### src/rtl/lkd_pkg.sv
`timescale 1ns/1ps
package lkd_pkg;
   typedef enum logic {
      LK_HUNT   = 1'b0,
      LK_LOCKED = 1'b1
   } lk_state_e;
endpackage

### src/rtl/lkd_pulse_meter.sv
`timescale 1ns/1ps
module lkd_pulse_meter #(
   parameter int CNT_W = 8
) (
   input  logic             clk,
   input  logic             rst,
   input  logic             act_n,
   output logic             end_evt,
   output logic [CNT_W-1:0] meas_cnt,
   output logic [CNT_W-1:0] width_q
);
   localparam logic [CNT_W-1:0] CNT_MAX = {CNT_W{1'b1}};

   logic act_n_q;

   // A pulse ends on the first high sample after at least one low sample.
   assign end_evt = act_n && !act_n_q;

   always_ff @(posedge clk) begin
      if (rst) begin
         act_n_q  <= 1'b1;
         meas_cnt <= '0;
         width_q  <= '0;
      end else begin
         act_n_q <= act_n;
         if (!act_n) begin
            if (meas_cnt != CNT_MAX)
               meas_cnt <= meas_cnt + 1'b1;
         end else begin
            meas_cnt <= '0;
         end
         if (end_evt)
            width_q <= meas_cnt;
      end
   end
endmodule

### src/rtl/lkd_lock_fsm.sv
`timescale 1ns/1ps
module lkd_lock_fsm
   import lkd_pkg::*;
#(
   parameter int CNT_W     = 8,
   parameter int SHORT_RUN = 3,
   parameter int LONG_RUN  = 5
) (
   input  logic             clk,
   input  logic             rst,
   input  logic             end_evt,
   input  logic [CNT_W-1:0] meas,
   input  logic [CNT_W-1:0] win_thr,
   input  logic [CNT_W-1:0] loss_thr,
   input  logic             prec_sel,
   output logic             locked
);
   localparam int RUN_W = $clog2(LONG_RUN + 1);
   localparam logic [RUN_W-1:0] SHORT_N = RUN_W'(SHORT_RUN);
   localparam logic [RUN_W-1:0] LONG_N  = RUN_W'(LONG_RUN);

   generate
      if (SHORT_RUN < 1 || LONG_RUN < SHORT_RUN) begin : g_bad_run
         $error("lkd_lock_fsm: run lengths must satisfy 1 <= SHORT_RUN <= LONG_RUN");
      end
      if (CNT_W < 2) begin : g_bad_w
         $error("lkd_lock_fsm: CNT_W must be at least 2");
      end
   endgenerate

   lk_state_e        state;
   logic [RUN_W-1:0] run_cnt;
   logic [RUN_W-1:0] need;
   logic [CNT_W-1:0] loss_eff;
   logic             in_win;
   logic             too_wide;

   assign need     = prec_sel ? LONG_N : SHORT_N;
   assign loss_eff = (loss_thr > win_thr) ? loss_thr : win_thr;
   assign in_win   = (meas <= win_thr);
   assign too_wide = (meas > loss_eff);
   assign locked   = (state == LK_LOCKED);

   always_ff @(posedge clk) begin
      if (rst) begin
         state   <= LK_HUNT;
         run_cnt <= '0;
      end else if (end_evt) begin
         case (state)
            LK_HUNT: begin
               if (in_win) begin
                  if (run_cnt + 1'b1 >= need) begin
                     state   <= LK_LOCKED;
                     run_cnt <= '0;
                  end else begin
                     run_cnt <= run_cnt + 1'b1;
                  end
               end else begin
                  run_cnt <= '0;
               end
            end
            default: begin
               if (too_wide) begin
                  state   <= LK_HUNT;
                  run_cnt <= '0;
               end
            end
         endcase
      end
   end
endmodule

### src/rtl/lock_hyst_det.sv
`timescale 1ns/1ps
module lock_hyst_det #(
   parameter int CNT_W     = 8,
   parameter int SHORT_RUN = 3,
   parameter int LONG_RUN  = 5
) (
   input  logic             clk,
   input  logic             rst,
   input  logic             pfd_nor,
   input  logic [CNT_W-1:0] win_thr,
   input  logic [CNT_W-1:0] loss_thr,
   input  logic             prec_sel,
   output logic             lock_o,
   output logic [CNT_W-1:0] width_o
);
   logic             end_evt;
   logic [CNT_W-1:0] meas_cnt;

   lkd_pulse_meter #(.CNT_W(CNT_W)) u_meter (
      .clk      (clk),
      .rst      (rst),
      .act_n    (pfd_nor),
      .end_evt  (end_evt),
      .meas_cnt (meas_cnt),
      .width_q  (width_o)
   );

   lkd_lock_fsm #(
      .CNT_W     (CNT_W),
      .SHORT_RUN (SHORT_RUN),
      .LONG_RUN  (LONG_RUN)
   ) u_fsm (
      .clk      (clk),
      .rst      (rst),
      .end_evt  (end_evt),
      .meas     (meas_cnt),
      .win_thr  (win_thr),
      .loss_thr (loss_thr),
      .prec_sel (prec_sel),
      .locked   (lock_o)
   );
endmodule

### config.mk
export PLATFORM = sky130hd
export DESIGN_NAME = lock_hyst_det
export DESIGN_NICKNAME = d
export VERILOG_FILES = /design/src/rtl/lkd_pkg.sv /design/src/rtl/lkd_pulse_meter.sv /design/src/rtl/lkd_lock_fsm.sv /design/src/rtl/lock_hyst_det.sv
export SDC_FILE = /design/constraint.sdc
export NUM_CORES = 1
export LEC_CHECK = 0
export BUFFER_PORTS_ARGS = -buffer_cell sky130_fd_sc_hd__buf_2
export CAP_MARGIN = 40
export CORE_MARGIN = 2
export CORE_UTILIZATION = 59
export DETAILED_ROUTE_END_ITERATION = 10
export PLACE_DENSITY = 0.91
export SLEW_MARGIN = 40
export SYNTH_ARGS = -nofsm -noshare
export SYNTH_HDL_FRONTEND = slang
export SYNTH_SLANG_ARGS = --single-unit
### constraint.sdc
create_clock -name clk -period 5.05 [get_ports clk]
set_clock_uncertainty 0.05 [all_clocks]
set_input_delay 1.01 -clock clk [delete_from_list [all_inputs] [get_ports clk]]
set_output_delay 1.01 -clock clk [all_outputs]
set_load 0.02 [all_outputs]
==> metrics.txt <==
outcome finished clean; Synth area leaders dfxtp_1 (27%), ha_1 (23%), a21oi_1 (6.1%); setup TNS 0 ns; RSZ-0062 raised after global routing no; Min-Delay Path Class reg -> reg; CP Max Fanout 8; P_sw 88.5 uW; CP endpoint kind register; Post-synth EDFFs 0; share of cells above drive strength 1 around 16%; worst hold margin slightly above 0.4 ns; Synth top area share between 20% and 30%; Most used DFF post-synth dfxtp_1; IO Pins 29; DRT Pass-1 Iters 5; Worst setup SP type input port; Slew headroom 56.6%; first-pass GRT wire length approximately 5.6 mm; minimum clock period 3.77 ns; port bufs 28; largest net degree at the start of global routing 15; Final Max Slew Viols 0; post-CTS setup repair buffer count 0; Reg power frac between 50% and 60%; DR vias/cell around 5.9; die span in y roughly 55 um; vias in the first global route 1307; max_cap viols 0; Slew @ Worst Pin between 0.6 and 0.7 ns; CTS tree done; synth unique cells 35; Final period util roughly 75%; endpoints failing hold 0; Final HPWL DP ~2.6 mm; CORE AREA 2480 um2; Int Power approximately 230 uW; final setup violating endpoints 0; async set-reset flop share out of synthesis 0%; Die ar. slightly above 3000 um2; post-cts sizing count 0; grt ovf 0; number of synthesis warnings 0; post-synthesis sequential area ratio a little over a quarter; clk slew on worst S/H paths between 0.1 and 0.15 ns; Die W 55.3 um; Post-CTS Hold Buffers 0; Initial Util between 60 and 70%; CTS Buf Count 3; antenna viol nets, final 0; Routed wire per std cell 13.5 um; Yosys top cell by area dfxtp_1; static leakage between 0.8 and 0.9 nW; commonest cells after routing, fill and taps aside ha_1 (28), buf_2 (28), nand2_1 (22), dfxtp_1 (21), a21oi_1 (19); share of total power in combinational logic between 20% and 30%; Area Growth Syn to Fin 11.9%; Worst-Skew Late Latency about 0.3 ns; syn_nets around 230; pwr dens between 150 and 200 nW/um2; CP max-delay cell o31a_1; initial antenna violation count 0; global-route usage over all layers about 22%; H-tree depth 1; Final Wtd Congestion 0.835; num rows 18; maximum vdd drop 193 uV; r2r worst-path depth 7; cells after synthesis 184; CTS root buf clkbuf_4; ordered list of cells on the worst path buf_2 -> inv_1 -> ha_1 -> a21o_1 -> a21oi_1 -> nor2b_1 -> o22ai_1 -> o31a_1 -> mux2i_1 -> ha_1 -> nor2b_1 -> o211ai_1 -> a21oi_1 -> o31ai_1 -> nand2_1 -> a31oi_1; Vias about 1400; final net count 261; # DRC 0; Setup CP Type in -> reg; Cell Area, Synth ~1600 um2; CTS sink cnt 21; Worst Path Required 5.24 ns; clock share of power between 20% and 30%; Arr. time, crit path 3.96 ns; #FFs+latches synth 21; Max Fclk between 200 and 300 MHz; FILL cells 215; Hold Path Depth 2; Synth Area per Inst between 8 and 9 um2; drt total wl 3.27 mm; initial drt markers 58; switching share of power between 20% and 30%; CP max stage delay 0.45 ns; n_diodes 0; Max clock buf depth 2
-- final timing paths --
kind                                          from                               to  slack, ns
hold / removal     u_meter.width_q[5]$_SDFFE_PP0P_  u_meter.width_q[5]$_SDFFE_PP0P_       0.41
setup reg to reg  u_meter.meas_cnt[5]$_SDFFE_PP0P_    u_fsm.run_cnt[2]$_SDFFE_PP0P_       2.93
setup / recovery                        win_thr[5]    u_fsm.run_cnt[2]$_SDFFE_PP0P_       1.28
hold reg to reg    u_meter.width_q[5]$_SDFFE_PP0P_  u_meter.width_q[5]$_SDFFE_PP0P_       0.41
-- worst max-delay path, delay by kind of cell --
family / cells / cell delay [ns]
AND/OR/NAND/NOR: 3 / 0.30
buffers and inverters: 2 / 0.14
multiplexers: 1 / 0.26
AO/OA/AOI/OAI: 8 / 1.68
adder cells (fa/ha/maj): 2 / 0.58
-- sequential cells by signal, summed over array words and instances (netlist names) --
register,flops
u_fsm.locked,1
u_meter.act_n_q,1
u_fsm.run_cnt,3
u_meter.width_q,8
u_meter.meas_cnt,8
-- metal layers --
metal  share of wire [%]  GRT usage, %  wire (um)
met5                   0             0          0
met4                0.83          5.23         27
met3                 4.7          4.45        154
met2                  48          36.4       1560
met1                  47          30.0       1520
-- power by group through the flow --
| stage | Clock (mW) | Sequential, mW | Combinational, mW |
|---|---|---|---|
| 5_1_grt | 0.0893 | 0.170 | 0.0810 |
| 4_1_cts | 0.0804 | 0.170 | 0.0708 |
| 3_3_place_gp | 0 | 0.173 | 0.0675 |
| 6_report | 0.0791 | 0.170 | 0.0710 |
| 2_1_floorplan | 0 | 0.174 | 0.0511 |
| 3_5_place_dp | 0 | 0.174 | 0.0703 |
-- cells by family after synthesis --
logic type	Yosys count	synth area share [%]
AND/OR/NAND/NOR	64	21.7
XOR/XNOR	3	1.70
adder cells (fa/ha/maj)	28	22.6
multiplexers	9	6.13
buffers and inverters	18	4.84
flip-flops	21	27.1
AO/OA/AOI/OAI	41	15.9
-- stage by stage --
stage	cell area (um2)	instances	util [%]	worst slack [ns]	power (mW)
finish	1730	242	70.0	1.28	0.320
global route	1730	242	70.0	1.04	0.341
CTS	1730	242	69.9	1.31	0.321
detailed placement	1710	238	68.8	1.01	0.244
global placement	1710	238	68.8	1.15	0.241
floorplan	1550	184	-	1.55	0.225
-- synth_stat cells (all sizes together) (2+ instances only) --
cell type / count
a21o: 3
a21oi: 19
a31oi: 5
clkbuf: 3
dfxtp: 21
ha: 28
inv: 14
mux2i: 8
nand2: 22
nand2b: 2
nand3: 5
nand3b: 2
nand4: 8
nand4b: 2
nor2: 11
nor2b: 5
nor3: 3
nor4b: 2
o211ai: 2
o21ai: 5
xnor2: 2
-- cell type report --
type                    count  area, um2  area share [%]
well taps                  30       37.5            2.16
multi-input cells         145       1060            61.0
repair buffers             28        140            8.08
clock buffers               4       26.3            1.52
inverters                  14       52.6            3.03
flip-flops and latches     21        420            24.2
Note: power is estimated with default switching activity, not from simulation.
